$ cat src/rtl/mpg_pkg.sv
package mpg_pkg;

    localparam int CFG_DW = 32;

    // register word indices
    localparam int IX_CTRL  = 'h00;
    localparam int IX_STAT  = 'h01;
    localparam int IX_FADDR = 'h02;
    localparam int IX_FDET  = 'h03;
    localparam int IX_RGN0  = 'h10;
    localparam int RGN_STRIDE = 4;

    // fault detail field positions
    localparam int FDET_DIR_BIT = 16;
    localparam int FDET_SZ_LSB  = 24;
    localparam int CTRL_ID_LSB  = 8;

    typedef enum logic [1:0] {
        ST_IDLE  = 2'd0,
        ST_ISSUE = 2'd1,
        ST_RESP  = 2'd2
    } gate_state_e;

    typedef struct packed {
        logic wr_ok;
        logic rd_ok;
        logic en;
    } rgn_attr_t;

    function automatic logic addr_inside(input logic [31:0] a,
                                         input logic [31:0] lo,
                                         input logic [31:0] hi);
        return (a >= lo) && (a <= hi);
    endfunction

    function automatic logic grant(input rgn_attr_t at, input logic we,
                                   input logic priv);
        return we ? (at.wr_ok || priv) : at.rd_ok;
    endfunction

endpackage

$ cat src/rtl/mpg_region_check.sv
module mpg_region_check
    import mpg_pkg::*;
#(
    parameter int ADDR_W = 16,
    parameter int ID_W   = 4,
    parameter int NRGN   = 4
) (
    input  logic                        ck_we,
    input  logic [ADDR_W-1:0]           ck_addr,
    input  logic [ID_W-1:0]             ck_id,
    input  logic [NRGN-1:0][ADDR_W-1:0] rgn_base,
    input  logic [NRGN-1:0][ADDR_W-1:0] rgn_limit,
    input  rgn_attr_t [NRGN-1:0]        rgn_attr,
    input  logic                        priv_en,
    input  logic [ID_W-1:0]             priv_id,
    output logic                        allow
);

    logic [NRGN-1:0] hit;
    logic            priv;

    assign priv = priv_en && (ck_id == priv_id);

    for (genvar g = 0; g < NRGN; g++) begin : g_hit
        assign hit[g] = rgn_attr[g].en &&
                        addr_inside(32'(ck_addr), 32'(rgn_base[g]), 32'(rgn_limit[g]));
    end

    // walk from the top down so the lowest matching region writes last
    always_comb begin
        allow = 1'b1;
        for (int i = NRGN - 1; i >= 0; i--) begin
            if (hit[i]) allow = grant(rgn_attr[i], ck_we, priv);
        end
    end

endmodule

$ cat src/rtl/mpg_cfg_regs.sv
module mpg_cfg_regs
    import mpg_pkg::*;
#(
    parameter int ADDR_W = 16,
    parameter int ID_W   = 4,
    parameter int NRGN   = 4,
    parameter int CFG_AW = 6
) (
    input  logic                        clk,
    input  logic                        rst,
    input  logic                        cfg_wr,
    input  logic [CFG_AW-1:0]           cfg_addr,
    input  logic [CFG_DW-1:0]           cfg_wdata,
    output logic [CFG_DW-1:0]           cfg_rdata,
    input  logic                        flt_log,
    input  logic [ADDR_W-1:0]           flt_addr,
    input  logic [ID_W-1:0]             flt_id,
    input  logic                        flt_we,
    input  logic [1:0]                  flt_size,
    output logic                        spec_off,
    output logic                        priv_en,
    output logic [ID_W-1:0]             priv_id,
    output logic [NRGN-1:0][ADDR_W-1:0] rgn_base,
    output logic [NRGN-1:0][ADDR_W-1:0] rgn_limit,
    output rgn_attr_t [NRGN-1:0]        rgn_attr,
    output logic                        irq
);

    logic              flag_q;
    logic [ADDR_W-1:0] faddr_q;
    logic [ID_W-1:0]   fid_q;
    logic              fwe_q;
    logic [1:0]        fsz_q;
    logic              clr_hit;
    logic              unused_cfg_bits;

    assign unused_cfg_bits = ^cfg_wdata;

    function automatic logic sel(input logic [CFG_AW-1:0] a, input int ix);
        return a == CFG_AW'(ix);
    endfunction

    assign clr_hit = cfg_wr && sel(cfg_addr, IX_STAT) && cfg_wdata[0];

    always_ff @(posedge clk) begin
        if (rst) begin
            spec_off <= 1'b0;
            priv_en  <= 1'b0;
            priv_id  <= '0;
        end else if (cfg_wr && sel(cfg_addr, IX_CTRL)) begin
            spec_off <= cfg_wdata[0];
            priv_en  <= cfg_wdata[1];
            priv_id  <= cfg_wdata[CTRL_ID_LSB +: ID_W];
        end
    end

    // first-fault capture, held until software clears the flag
    always_ff @(posedge clk) begin
        if (rst) begin
            flag_q  <= 1'b0;
            faddr_q <= '0;
            fid_q   <= '0;
            fwe_q   <= 1'b0;
            fsz_q   <= '0;
        end else if (clr_hit) begin
            flag_q <= 1'b0;
        end else if (flt_log && !flag_q) begin
            flag_q  <= 1'b1;
            faddr_q <= flt_addr;
            fid_q   <= flt_id;
            fwe_q   <= flt_we;
            fsz_q   <= flt_size;
        end
    end

    assign irq = flag_q;

    for (genvar g = 0; g < NRGN; g++) begin : g_rgn
        localparam int IXB = IX_RGN0 + RGN_STRIDE * g;
        always_ff @(posedge clk) begin
            if (rst) begin
                rgn_base[g]  <= '0;
                rgn_limit[g] <= '0;
                rgn_attr[g]  <= '0;
            end else if (cfg_wr) begin
                if (sel(cfg_addr, IXB))     rgn_base[g]  <= cfg_wdata[ADDR_W-1:0];
                if (sel(cfg_addr, IXB + 1)) rgn_limit[g] <= cfg_wdata[ADDR_W-1:0];
                if (sel(cfg_addr, IXB + 2)) rgn_attr[g]  <= rgn_attr_t'(cfg_wdata[2:0]);
            end
        end
    end

    always_comb begin
        cfg_rdata = '0;
        if (sel(cfg_addr, IX_CTRL)) begin
            cfg_rdata[0] = spec_off;
            cfg_rdata[1] = priv_en;
            cfg_rdata[CTRL_ID_LSB +: ID_W] = priv_id;
        end
        if (sel(cfg_addr, IX_STAT))  cfg_rdata[0] = flag_q;
        if (sel(cfg_addr, IX_FADDR)) cfg_rdata[ADDR_W-1:0] = faddr_q;
        if (sel(cfg_addr, IX_FDET)) begin
            cfg_rdata[ID_W-1:0] = fid_q;
            cfg_rdata[FDET_DIR_BIT] = fwe_q;
            cfg_rdata[FDET_SZ_LSB +: 2] = fsz_q;
        end
        for (int i = 0; i < NRGN; i++) begin
            if (sel(cfg_addr, IX_RGN0 + RGN_STRIDE * i))     cfg_rdata[ADDR_W-1:0] = rgn_base[i];
            if (sel(cfg_addr, IX_RGN0 + RGN_STRIDE * i + 1)) cfg_rdata[ADDR_W-1:0] = rgn_limit[i];
            if (sel(cfg_addr, IX_RGN0 + RGN_STRIDE * i + 2)) cfg_rdata[2:0] = rgn_attr[i];
        end
    end

    p_flag_sticky_r8: assert property (@(posedge clk) disable iff (rst)
        (flag_q && !clr_hit) |=> flag_q);
    p_record_frozen_r8: assert property (@(posedge clk) disable iff (rst)
        flag_q |=> ($stable(faddr_q) && $stable(fid_q) && $stable(fwe_q) && $stable(fsz_q)));

endmodule

$ cat src/rtl/mpg_gate.sv
module mpg_gate
    import mpg_pkg::*;
#(
    parameter int ADDR_W = 16,
    parameter int DATA_W = 32,
    parameter int ID_W   = 4,
    parameter int NRGN   = 4,
    parameter int CFG_AW = 6
) (
    input  logic              clk,
    input  logic              rst,
    input  logic              m_req,
    input  logic              m_we,
    input  logic [ADDR_W-1:0] m_addr,
    input  logic [DATA_W-1:0] m_wdata,
    input  logic [1:0]        m_size,
    input  logic [ID_W-1:0]   m_id,
    output logic              m_ready,
    output logic              m_rvalid,
    output logic              m_err,
    output logic [DATA_W-1:0] m_rdata,
    output logic              mem_req,
    output logic              mem_we,
    output logic [ADDR_W-1:0] mem_addr,
    output logic [DATA_W-1:0] mem_wdata,
    output logic [1:0]        mem_size,
    input  logic [DATA_W-1:0] mem_rdata,
    input  logic              cfg_wr,
    input  logic [CFG_AW-1:0] cfg_addr,
    input  logic [31:0]       cfg_wdata,
    output logic [31:0]       cfg_rdata,
    output logic              irq
);

    gate_state_e st_q;
    logic [ADDR_W-1:0] addr_q;
    logic [DATA_W-1:0] wdata_q;
    logic [1:0]        size_q;
    logic              we_q;
    logic              allow_q;

    logic spec_off, priv_en;
    logic [ID_W-1:0] priv_id;
    logic [NRGN-1:0][ADDR_W-1:0] rgn_base, rgn_limit;
    rgn_attr_t [NRGN-1:0] rgn_attr;
    logic chk_allow, accept, spec_rd;

    mpg_cfg_regs #(
        .ADDR_W(ADDR_W), .ID_W(ID_W), .NRGN(NRGN), .CFG_AW(CFG_AW)
    ) u_regs (
        .clk(clk), .rst(rst),
        .cfg_wr(cfg_wr), .cfg_addr(cfg_addr), .cfg_wdata(cfg_wdata), .cfg_rdata(cfg_rdata),
        .flt_log(accept && !chk_allow), .flt_addr(m_addr), .flt_id(m_id),
        .flt_we(m_we), .flt_size(m_size),
        .spec_off(spec_off), .priv_en(priv_en), .priv_id(priv_id),
        .rgn_base(rgn_base), .rgn_limit(rgn_limit), .rgn_attr(rgn_attr),
        .irq(irq)
    );

    mpg_region_check #(
        .ADDR_W(ADDR_W), .ID_W(ID_W), .NRGN(NRGN)
    ) u_check (
        .ck_we(m_we), .ck_addr(m_addr), .ck_id(m_id),
        .rgn_base(rgn_base), .rgn_limit(rgn_limit), .rgn_attr(rgn_attr),
        .priv_en(priv_en), .priv_id(priv_id),
        .allow(chk_allow)
    );

    assign accept  = m_req && (st_q == ST_IDLE);
    assign spec_rd = accept && !m_we && !spec_off;

    always_ff @(posedge clk) begin
        if (rst) begin
            st_q    <= ST_IDLE;
            allow_q <= 1'b0;
            we_q    <= 1'b0;
            addr_q  <= '0;
            wdata_q <= '0;
            size_q  <= '0;
        end else begin
            unique case (st_q)
                ST_IDLE: if (accept) begin
                    allow_q <= chk_allow;
                    we_q    <= m_we;
                    addr_q  <= m_addr;
                    wdata_q <= m_wdata;
                    size_q  <= m_size;
                    st_q    <= spec_rd ? ST_RESP : ST_ISSUE;
                end
                ST_ISSUE: st_q <= ST_RESP;
                default:  st_q <= ST_IDLE;
            endcase
        end
    end

    // memory side: speculative reads leave straight from the request pins
    assign mem_req   = spec_rd || ((st_q == ST_ISSUE) && allow_q);
    assign mem_we    = (st_q == ST_ISSUE) && we_q;
    assign mem_addr  = (st_q == ST_IDLE) ? m_addr : addr_q;
    assign mem_size  = (st_q == ST_IDLE) ? m_size : size_q;
    assign mem_wdata = wdata_q;

    // master side
    assign m_ready  = (st_q == ST_IDLE);
    assign m_rvalid = (st_q == ST_RESP);
    assign m_err    = (st_q == ST_RESP) && !allow_q;
    assign m_rdata  = ((st_q == ST_RESP) && allow_q && !we_q) ? mem_rdata : '0;

    p_no_early_read_r3: assert property (@(posedge clk) disable iff (rst)
        (m_ready && spec_off) |-> !mem_req);
    p_write_after_check_r4: assert property (@(posedge clk) disable iff (rst)
        (mem_req && mem_we) |-> $past(accept && m_we));
    p_withhold_data_r2: assert property (@(posedge clk) disable iff (rst)
        m_err |-> (m_rdata == '0));
    p_fast_reply_r1: assert property (@(posedge clk) disable iff (rst)
        spec_rd |=> m_rvalid);
    p_one_reply_r10: assert property (@(posedge clk) disable iff (rst)
        m_rvalid |=> !m_rvalid);

endmodule

$ cat config.mk
export PLATFORM = sky130hd
export DESIGN_NAME = mpg_gate
export DESIGN_NICKNAME = d
export VERILOG_FILES = /design/src/rtl/mpg_pkg.sv /design/src/rtl/mpg_region_check.sv /design/src/rtl/mpg_cfg_regs.sv /design/src/rtl/mpg_gate.sv
export SDC_FILE = /design/constraint.sdc
export NUM_CORES = 1
export LEC_CHECK = 0
export ABC_AREA = 1
export CORE_ASPECT_RATIO = 0.7
export CORE_UTILIZATION = 25
export CTS_CLUSTER_SIZE = 12
export DETAILED_ROUTE_END_ITERATION = 16
export DONT_BUFFER_PORTS = 1
export SLEW_MARGIN = 0
export SYNTH_ARGS = -nofsm -noshare
export SYNTH_HDL_FRONTEND = slang
export SYNTH_SLANG_ARGS = --single-unit
$ cat constraint.sdc
create_clock -name clk -period 2.9 [get_ports clk]
set_input_delay 0.29 -clock clk [delete_from_list [all_inputs] [get_ports clk]]
set_output_delay 0.29 -clock clk [all_outputs]
set_load 0.03 [all_outputs]
==> results of run 1 <==
[worst max-delay path, cell delays in order (launching register included)]
cell and delay, ns:
dfxtp_1 0.34, inv_1 0.07, ha_1 0.29, a21oi_1 0.18, o21ai_0 0.13, a21oi_1 0.23
nand2_1 0.09, nand2_1 0.08, nand3_1 0.07, nand2_1 0.07, nand2_1 0.07, nand2_1 0.07
nand2_1 0.10, nand2_4 0.25, nand3_2 0.31, nand2_1 0.14, inv_1 0.05, nor2_1 0.10
[worst paths after layout]
| kind | start | to | slack (ns) |
|---|---|---|---|
| setup / recovery | u_regs.rgn_limit[45] | u_regs.fid_q[3] | 0.20 |
| setup reg to reg | u_regs.rgn_limit[45] | u_regs.fid_q[3] | 0.20 |
| hold / removal | m_wdata[23] | mem_wdata[23] | -0.003 |
| hold reg to reg | u_regs.rgn_limit[43] | u_regs.rgn_limit[43] | 0.47 |
[stage by stage]
step	cell area (um^2)	hold WS, ns	instances	total power, W	utilization
after floorplan	13000	0.425	1890	0.00398	-
after global placement	14100	0.368	2561	0.00419	0.278
after detailed placement	14100	0.369	2561	0.00421	0.278
after CTS	15600	0.000654	2674	0.00751	0.307
after global routing	15700	0.0229	2677	0.00780	0.307
final	15700	-0.00324	2677	0.00745	0.307
[area by class of cell]
type	count	area [um^2]	share of cell area
multi-input cells	1259	6930	0.443
repair buffers	160	1420	0.0906
well taps	674	843	0.0539
inverters	312	1170	0.0750
diodes	2	5.00	0.000320
flip-flops and latches	224	4480	0.286
clock inverters	9	58.8	0.00376
clock buffers	37	742	0.0474
[report_power, final]
group          switching, W  internal, W
sequential         0.000135      0.00316
combinational      0.000639     0.000343
clock               0.00139      0.00178
total               0.00216      0.00528
[sequential cells by signal (all words and copies together) (netlist names)]
signal,cells
u_regs.fwe_q,1
we_q,1
mem_wdata,32
u_regs.faddr_q,16
allow_q,1
u_regs.rgn_limit,64
st_q,2
u_regs.rgn_attr,12
u_regs.irq,1
u_regs.fid_q,4
u_regs.spec_off,1
u_regs.rgn_base,64
addr_q,16
u_regs.fsz_q,2
u_regs.priv_en,1
size_q,2
u_regs.priv_id,4
[kinds of logic after synthesis]
kind of cell | share of synthesized area
adder cells (fa/ha/maj) | 0.124
other | 0.000290
AO/OA/AOI/OAI | 0.219
XOR/XNOR | 0.000678
buffers and inverters | 0.124
AND/OR/NAND/NOR | 0.186
flip-flops | 0.347
[cell usage after synthesis (all sizes together)]
| library cell | count |
|---|---|
| a221oi | 1 |
| a31oi | 1 |
| a22oi | 3 |
| buf | 26 |
| a21oi | 228 |
| o21ai | 260 |
| nor3 | 14 |
| nand4 | 39 |
| o21bai | 4 |
| nand2 | 268 |
| a2111oi | 1 |
| or2 | 1 |
| nand3b | 2 |
| clkbuf | 70 |
| o221ai | 10 |
| xnor2 | 1 |
| dfxtp | 224 |
| o22ai | 11 |
| nand3 | 55 |
| ha | 128 |
| inv | 305 |
| o211ai | 4 |
| conb | 1 |
| nor4 | 1 |
| a21o | 2 |
| o2111ai | 7 |
| o21a | 4 |
| a211oi | 2 |
| nor2 | 198 |
| clkinv | 7 |
[metal layers]
layer / vias to the layer above / share of wire
met5: - / 0
met4: 0 / 0.018
met3: 58 / 0.074
met2: 395 / 0.46
met1: 5888 / 0.45
li1: 6359 / -
[repair_timing]
action / in CTS / in global routing
gates resized for setup: 0 / 4
endpoints found under the hold margin: 198 / 0
endpoints found under the setup margin: 0 / 23
hold buffers: 67 / 0
==> results.json, run 1 <==
{
  "wire_per_inst_um": 16.7,
  "fillers": 5432,
  "synth_area_leaders": "dfxtp_1, ha_1, o21ai_0",
  "grt_pass1_vias": 12051,
  "clk_path_buf_depth": 3,
  "powerDensity_mw_per_mm2": 476,
  "critPathKind": "reg2reg",
  "drt-initial-drc-count": 1070,
  "cts_tree": "built",
  "grt_pass1_wl_um": 67600,
  "post-place-ws_ns": 0.180,
  "worstSkewPairLatency_ns": 0.56,
  "vias": 12700,
  "use_met3": 0.0332,
  "layout_min_cycle_time_ns": 2.70,
  "outcome": "complete, but fails checks",
  "die_x_um": 274,
  "grt_max_degree": 78,
  "syn_avg_cell_area_um2": 6.88,
  "leakage_nw": 6.39,
  "use_met1": 0.227,
  "syn_area_mm2": 0.0129,
  "first_pass_iters": 11,
  "clk_pin_slew_ns": 0.06,
  "synth_top_cell_area_share": 0.347,
  "layout_common_cells": "inv_1, nand2_1, o21ai_0",
  "synth-seq-cells": 224,
  "tightest_slew_ns": 0.983,
  "slew_headroom": 0.340,
  "grt-ovfl-total": 0,
  "use_met2": 0.261,
  "synth_cells": 1878,
  "timing.setup.tns_ns": 0,
  "cts_root_buf": "clkbuf_16",
  "wl_um": 44700,
  "yosys_warnings": 0,
  "io_pins": 249,
  "arrival_ns": 3.19,
  "yosysUniqueCellTypes": 37,
  "ff2ff_path_depth": 17,
  "drc": 6,
  "busiest_layer": "met2",
  "coreArea_mm2": 0.0509,
  "worst_hold_slack_ns": -0.00324,
  "path_max_fanout": 22,
  "hold_path.class": "in2reg",
  "routabilityCongestion": 0.840,
  "initial_core_util": 0.254,
  "syn2layout_area_growth_pct": 21.1,
  "fin_skew_ns": 0.0264,
  "report.final.setup_viol": 0,
  "end_kind": "flip-flop",
  "mostFrequentLayoutCell": "inv_1",
  "fin_ws_ns": 0.197,
  "grtUsageTotal": 0.165,
  "cts_max_level": 1,
  "rows": 69,
  "nets": 2240,
  "hold_viol_final": 1,
  "cts.sinks": 224,
  "hpwl_um": 33200,
  "die_h_um": 192,
  "rsz0062_at_grt": "true",
  "hold_depth": 2,
  "cts_buffers": 26,
  "dieArea_mm2": 0.0526,
  "drive_gt1_frac": 0.0765,
  "routed_via_density": 4.74,
  "yosysTopAreaCell": "dfxtp_1",
  "ir_worst_vdd_v": 0.000400,
  "crit_required_ns": 3.39,
  "max_freq_mhz": 370,
  "violations": "design-rule violations, negative hold slack",
  "grt_antenna_before_repair": 4,
  "finalCritPeriodShare": 0.932,
  "postCtsSetupBuffers": 0,
  "place.port_buffers": 0,
  "maxCapViolations": 0,
  "drtAntennaViolNets": 0,
  "synth_seq_area_share": 0.347,
  "cp-start-kind": "flip-flop",
  "slew_violations": 0
}
No activity file was read; power rests on OpenSTA's default activity.
==> run 2: changes to the inputs <==
--- a/config.mk
+++ b/config.mk
@@ -6,11 +6,16 @@
 export NUM_CORES = 1
 export LEC_CHECK = 0
 export ABC_AREA = 1
+export CELL_PAD_IN_SITES_DETAIL_PLACEMENT = 1
+export CELL_PAD_IN_SITES_GLOBAL_PLACEMENT = 2
 export CORE_ASPECT_RATIO = 0.7
 export CORE_UTILIZATION = 25
 export CTS_CLUSTER_SIZE = 12
 export DETAILED_ROUTE_END_ITERATION = 16
 export DONT_BUFFER_PORTS = 1
+export GPL_ROUTABILITY_DRIVEN = 0
+export MAX_ROUTING_LAYER = met4
+export PLACE_DENSITY_LB_ADDON = 0.1
 export SLEW_MARGIN = 0
 export SYNTH_ARGS = -nofsm -noshare
 export SYNTH_HDL_FRONTEND = slang
==> results.json, run 2 (synthesis results as in run 1) <==
{
  "outcome": "complete, but fails checks",
  "violations": "design-rule violations",
  "drive_gt1_frac": 0.0858,
  "die_h_um": 192,
  "rsz0062_at_grt": "false",
  "crit_required_ns": 3.39,
  "io_pins": 249,
  "leakage_nw": 6.54,
  "grt_pass1_vias": 12540,
  "hold_path.class": "in2reg",
  "tightest_slew_ns": 0.978,
  "cts_root_buf": "clkbuf_16",
  "cts_buffers": 28,
  "cts.sinks": 224,
  "clk_pin_slew_ns": 0.06,
  "postLayoutCoreUtil": 0.312,
  "fillers": 6306,
  "nets": 2271,
  "cp-start-kind": "flip-flop",
  "finalCritPeriodShare": 0.917,
  "maxCapViolations": 0,
  "report.final.setup_viol": 0,
  "grtUsageTotal": 0.191,
  "rows": 69,
  "initial_core_util": 0.254,
  "clk_path_buf_depth": 3,
  "die_x_um": 274,
  "coreArea_mm2": 0.0509,
  "end_kind": "flip-flop",
  "drt-initial-drc-count": 554,
  "slowest_delay_ns": 0.35,
  "power_w": 0.00758,
  "grt-ovfl-total": 0,
  "path_max_fanout": 20,
  "ir_worst_vdd_v": 0.000410,
  "fin_skew_ns": 0.0128,
  "register_area_mm2": 0.00448,
  "syn2layout_area_growth_pct": 23.0,
  "grt_pass1_wl_um": 75100,
  "grt_antenna_before_repair": 1,
  "layout_common_cells": "inv_1, nand2_1, o21ai_0",
  "timing.setup.tns_ns": 0,
  "drc": 8,
  "grt_max_degree": 68,
  "cp_top_family": "simple AND/OR/NAND/NOR gates",
  "dp_cells": 2586,
  "crit_path_cell_trace": "inv_1 -> ha_1 -> nand2_1 -> inv_1 -> o21ai_0 -> nand2_1 -> a21oi_1 -> nand3_1 -> nand4_1 -> nand2_1 -> inv_2 -> nand3_4 -> buf_12 -> nand2_1 -> inv_2 -> nor2_1",
  "vias": 12547,
  "place.port_buffers": 0,
  "wl_um": 49400,
  "wire_per_inst_um": 18.3,
  "final_cells": 2702,
  "multi_input_area_mm2": 0.00691,
  "cp_num_buf_inv": 5,
  "cp_common_cell": "nand2_1",
  "slew_violations": 0,
  "arrival_ns": 3.15,
  "hpwl_um": 37300,
  "cts_tree": "built",
  "worstSkewPairLatency_ns": 0.56,
  "max_freq_mhz": 376,
  "slowest_stage": "a21oi_1",
  "slew_headroom": 0.347,
  "critPathKind": "reg2reg",
  "drtAntennaViolNets": 0,
  "layout_min_cycle_time_ns": 2.66,
  "cts_max_level": 1,
  "powerDensity_mw_per_mm2": 476,
  "dieArea_mm2": 0.0526,
  "routed_via_density": 4.64,
  "hold_viol_final": 0,
  "first_pass_iters": 11,
  "mostFrequentLayoutCell": "inv_1"
}
-- run 2: cell count changes in the layout (fill, tap and decap cells not counted), sizes merged --
cell,delta
clkinv,-3
nand3,-1
diode,-1
clkbuf,+1
buf,+25
clkinvlp,-1
dlygate4sd3,+5
-- run 2: path summary, 6_finish.rpt --
| path | start | to | slack (ns) | cells past startpoint |
|---|---|---|---|---|
| worst max-delay path | u_regs.rgn_base[13] | u_regs.faddr_q[13] | 0.24 | 16 |
| worst min-delay path | m_id[1] | u_regs.fid_q[1] | 0.03 | 4 |
| worst max register to register | u_regs.rgn_base[13] | u_regs.faddr_q[13] | 0.24 | 16 |
| worst min register to register | u_regs.rgn_limit[5] | u_regs.rgn_limit[5] | 0.47 | 2 |
-- run 2: repair_timing --
item | in CTS | in global routing
hold buffers | 72 | 0
endpoints found under the hold margin | 207 | 0
setup buffers | 0 | 0
setup endpoints to repair | 0 | 17
resized for setup | 0 | 4
-- run 2: final cells by class --
cell class,count,share of cell area
Timing Repair Buffer,190,0.106
Clock buffer,38,0.0490
Tap cell,674,0.0530
Sequential cell,224,0.282
Inverter,312,0.0740
Clock inverter,5,0.00157
Antenna cell,1,0.000157
Multi-Input combinational cell,1258,0.435
-- run 2: routing by layer --
metal | wire [um] | part of all wire | GRT usage
met2 | 22200 | 0.45 | 0.299
met1 | 25100 | 0.51 | 0.266
met3 | 1270 | 0.026 | 0.0228
met4 | 823 | 0.017 | 0.0352
met5 | 0 | 0 | -
-- run 2: worst reg2reg max path, stage by stage (launching register included) --
cell and delay, ns:
dfxtp_1 0.30, inv_1 0.06, ha_1 0.29, nand2_1 0.08, inv_1 0.04, o21ai_0 0.18
nand2_1 0.10, a21oi_1 0.35, nand3_1 0.21, nand4_1 0.17, nand2_1 0.08, inv_2 0.20
nand3_4 0.14, buf_12 0.19, nand2_1 0.09, inv_2 0.03, nor2_1 0.08
-- run 2: power by group --
part	internal (W)	switching (W)	leakage [nW]
sequential	0.00316	0.000135	1.82
combinational	0.000354	0.000652	4.32
clock	0.00185	0.00143	0.400
total	0.00536	0.00221	6.54
-- run 2: per-stage QoR --
stage               instance area, um^2  worst slack (ns)  hold slack, ns
floorplan                         13000             0.523           0.425
finish                            15900             0.241          0.0293
global placement                  14400             0.186           0.364
CTS                               15900             0.184         0.00173
detailed placement                14400             0.213           0.365
global route                      15900            0.0236          0.0338
==> run 3: changes to the inputs <==
--- a/config.mk
+++ b/config.mk
@@ -14,8 +14,10 @@
 export DETAILED_ROUTE_END_ITERATION = 16
 export DONT_BUFFER_PORTS = 1
 export GPL_ROUTABILITY_DRIVEN = 0
+export HOLD_SLACK_MARGIN = 0.12
 export MAX_ROUTING_LAYER = met4
 export PLACE_DENSITY_LB_ADDON = 0.1
+export SETUP_SLACK_MARGIN = 0.4
 export SLEW_MARGIN = 0
 export SYNTH_ARGS = -nofsm -noshare
 export SYNTH_HDL_FRONTEND = slang
==> results.json, run 3 (synthesis results as in run 1) <==
{
  "outcome": "complete, but fails checks",
  "violations": "design-rule violations",
  "hpwl_um": 37300,
  "finalCritPeriodShare": 0.830,
  "min_from": "cfg_addr[3]",
  "grt-ovfl-total": 0,
  "layout_min_cycle_time_ns": 2.41,
  "reg2reg_to": "u_regs.faddr_q[14]",
  "rows": 69,
  "hold_path.class": "in2reg",
  "syn2layout_area_growth_pct": 29.5,
  "slew_headroom": 0.347,
  "fin_ws_ns": 0.494,
  "grt_max_degree": 68,
  "place.port_buffers": 0,
  "slowest_delay_ns": 0.34,
  "cts_tree": "built",
  "wire_per_inst_um": 18.5,
  "drt-initial-drc-count": 525,
  "report.final.setup_viol": 0,
  "grt_pass1_wl_um": 75600,
  "critPathKind": "reg2reg",
  "hold_viol_final": 0,
  "cts_buffers": 28,
  "grt_pass1_vias": 12627,
  "powerDensity_mw_per_mm2": 458,
  "power_frac_comb": 0.141,
  "ff2ff_path_depth": 18,
  "wl_um": 50500,
  "dieArea_mm2": 0.0526,
  "timing.setup.tns_ns": 0,
  "drc": 8,
  "p_int_w": 0.00540,
  "nets": 2291,
  "crit_required_ns": 3.39,
  "leakage_nw": 6.79,
  "io_pins": 249,
  "p_sw_w": 0.00226,
  "coreArea_mm2": 0.0509,
  "routed_via_density": 4.68,
  "slew_violations": 0,
  "cp_top_family": "simple AND/OR/NAND/NOR gates",
  "cts_root_buf": "clkbuf_16",
  "r2r_setup_slack_ns": 0.49,
  "die_h_um": 192,
  "arrival_ns": 2.90,
  "p_seq_frac": 0.430,
  "layout_common_cells": "inv_1, o21ai_0, nand2_1",
  "fin_skew_ns": 0.0137,
  "die_x_um": 274,
  "cp-start-kind": "flip-flop",
  "slowest_stage": "dfxtp_2",
  "rsz0062_at_grt": "true",
  "min_to": "u_regs.rgn_base[0]",
  "ir_worst_vdd_v": 0.000412,
  "mostFrequentLayoutCell": "inv_1",
  "drtAntennaViolNets": 0,
  "first_pass_iters": 13,
  "clk_pin_slew_ns": 0.06,
  "r2r-start": "u_regs.rgn_limit[59]",
  "cts_max_level": 1,
  "initial_core_util": 0.254,
  "vias": 12743,
  "p_sw_frac": 0.295,
  "drive_gt1_frac": 0.151,
  "crit_path_cell_trace": "inv_4 -> ha_4 -> nand4_1 -> nor3_4 -> buf_6 -> nand3_4 -> nand2_2 -> nand3_2 -> nand2_1 -> nand2_1 -> nand2_1 -> nand2_2 -> nand2_4 -> nand3_4 -> clkbuf_16 -> nand2_1 -> inv_2 -> nor2_1",
  "path_max_fanout": 5,
  "maxCapViolations": 0,
  "hold_depth": 4,
  "clk_path_buf_depth": 3,
  "tightest_slew_ns": 0.979,
  "end_kind": "flip-flop",
  "grtUsageTotal": 0.193,
  "cp_common_cell": "nand2_1",
  "cp_num_buf_inv": 4,
  "clkPwrFrac": 0.428,
  "post-place-ws_ns": 0.213,
  "postLayoutCoreUtil": 0.329,
  "cts.sinks": 224,
  "worstSkewPairLatency_ns": 0.57,
  "max_freq_mhz": 416,
  "grt_antenna_before_repair": 1
}
==> run 3: cell count changes in the layout (fill, tap and decap cells not counted), sizes merged <==
cell | previous run | this run
clkinv | 11 | 10
clkinvlp | 0 | 1
dlygate4sd3 | 72 | 79
clkbuf | 38 | 39
buf | 118 | 130
==> run 3: what timing repair did <==
| action | CTS | global route |
|---|---|---|
| setup endpoints to repair | 37 | 35 |
| endpoints found under the hold margin | 223 | 0 |
| pin swaps | 8 | 38 |
| setup buffers | 5 | 6 |
| gates cloned | 1 | 1 |
| hold buffers | 79 | 0 |
| resized for setup | 45 | 127 |
==> run 3: worst reg2reg max path, delay by kind of cell (launching register included) <==
family	cells	cell delay [ns]
AND/OR/NAND/NOR	13	1.28
adder cells (fa/ha/maj)	1	0.26
buffers and inverters	4	0.44
flip-flops	1	0.34
==> run 3: cell type report <==
type / instances / area (um^2)
clock inverter: 5 / 25.0
inverter: 312 / 1180
tap: 674 / 843
timing repair buffer: 210 / 1940
fill: 6228 / 34200
antenna: 1 / 2.50
multi-input combinational: 1258 / 7470
sequential: 224 / 4510
clock buffer: 38 / 779
==> run 3: routing by layer <==
metal | GRT usage | wire length, um
met1 | 0.267 | 25400
met2 | 0.302 | 22900
met3 | 0.0230 | 1370
met4 | 0.0346 | 824
met5 | - | 0
==> run 3: worst max path at each step <==
stage	start	end	cells after the start	slack [ns]
after detailed placement	u_regs.rgn_limit[63]	u_regs.faddr_q[13]	18	0.21
after CTS	u_regs.rgn_base[45]	u_regs.faddr_q[13]	19	0.39
after global routing	u_regs.rgn_base[31]	u_regs.faddr_q[14]	18	0.30
final	u_regs.rgn_limit[59]	u_regs.faddr_q[14]	18	0.49
after floorplan	st_q[0]	mem_addr[0]	4	0.52
after global placement	u_regs.rgn_limit[63]	u_regs.faddr_q[13]	18	0.19
==> run 3: stage by stage <==
stage / instances / hold WS, ns / total power [W] / area (um^2)
2_1_floorplan: 1890 / 0.425 / 0.00398 / 13000
3_3_place_gp: 2586 / 0.364 / 0.00422 / 14400
3_5_place_dp: 2586 / 0.365 / 0.00425 / 14400
6_report: 2722 / 0.144 / 0.00766 / 16700
4_1_cts: 2714 / 0.122 / 0.00776 / 16200
5_1_grt: 2721 / 0.158 / 0.00807 / 16700
==> run 3: power by group through the flow <==
stage	Clock, W	Combinational, W	Sequential (W)
after floorplan	0	0.000631	0.00335
after global placement	0	0.000856	0.00336
after detailed placement	0	0.000884	0.00336
after CTS	0.00343	0.00104	0.00330
after global routing	0.00354	0.00122	0.00330
final	0.00328	0.00108	0.00330
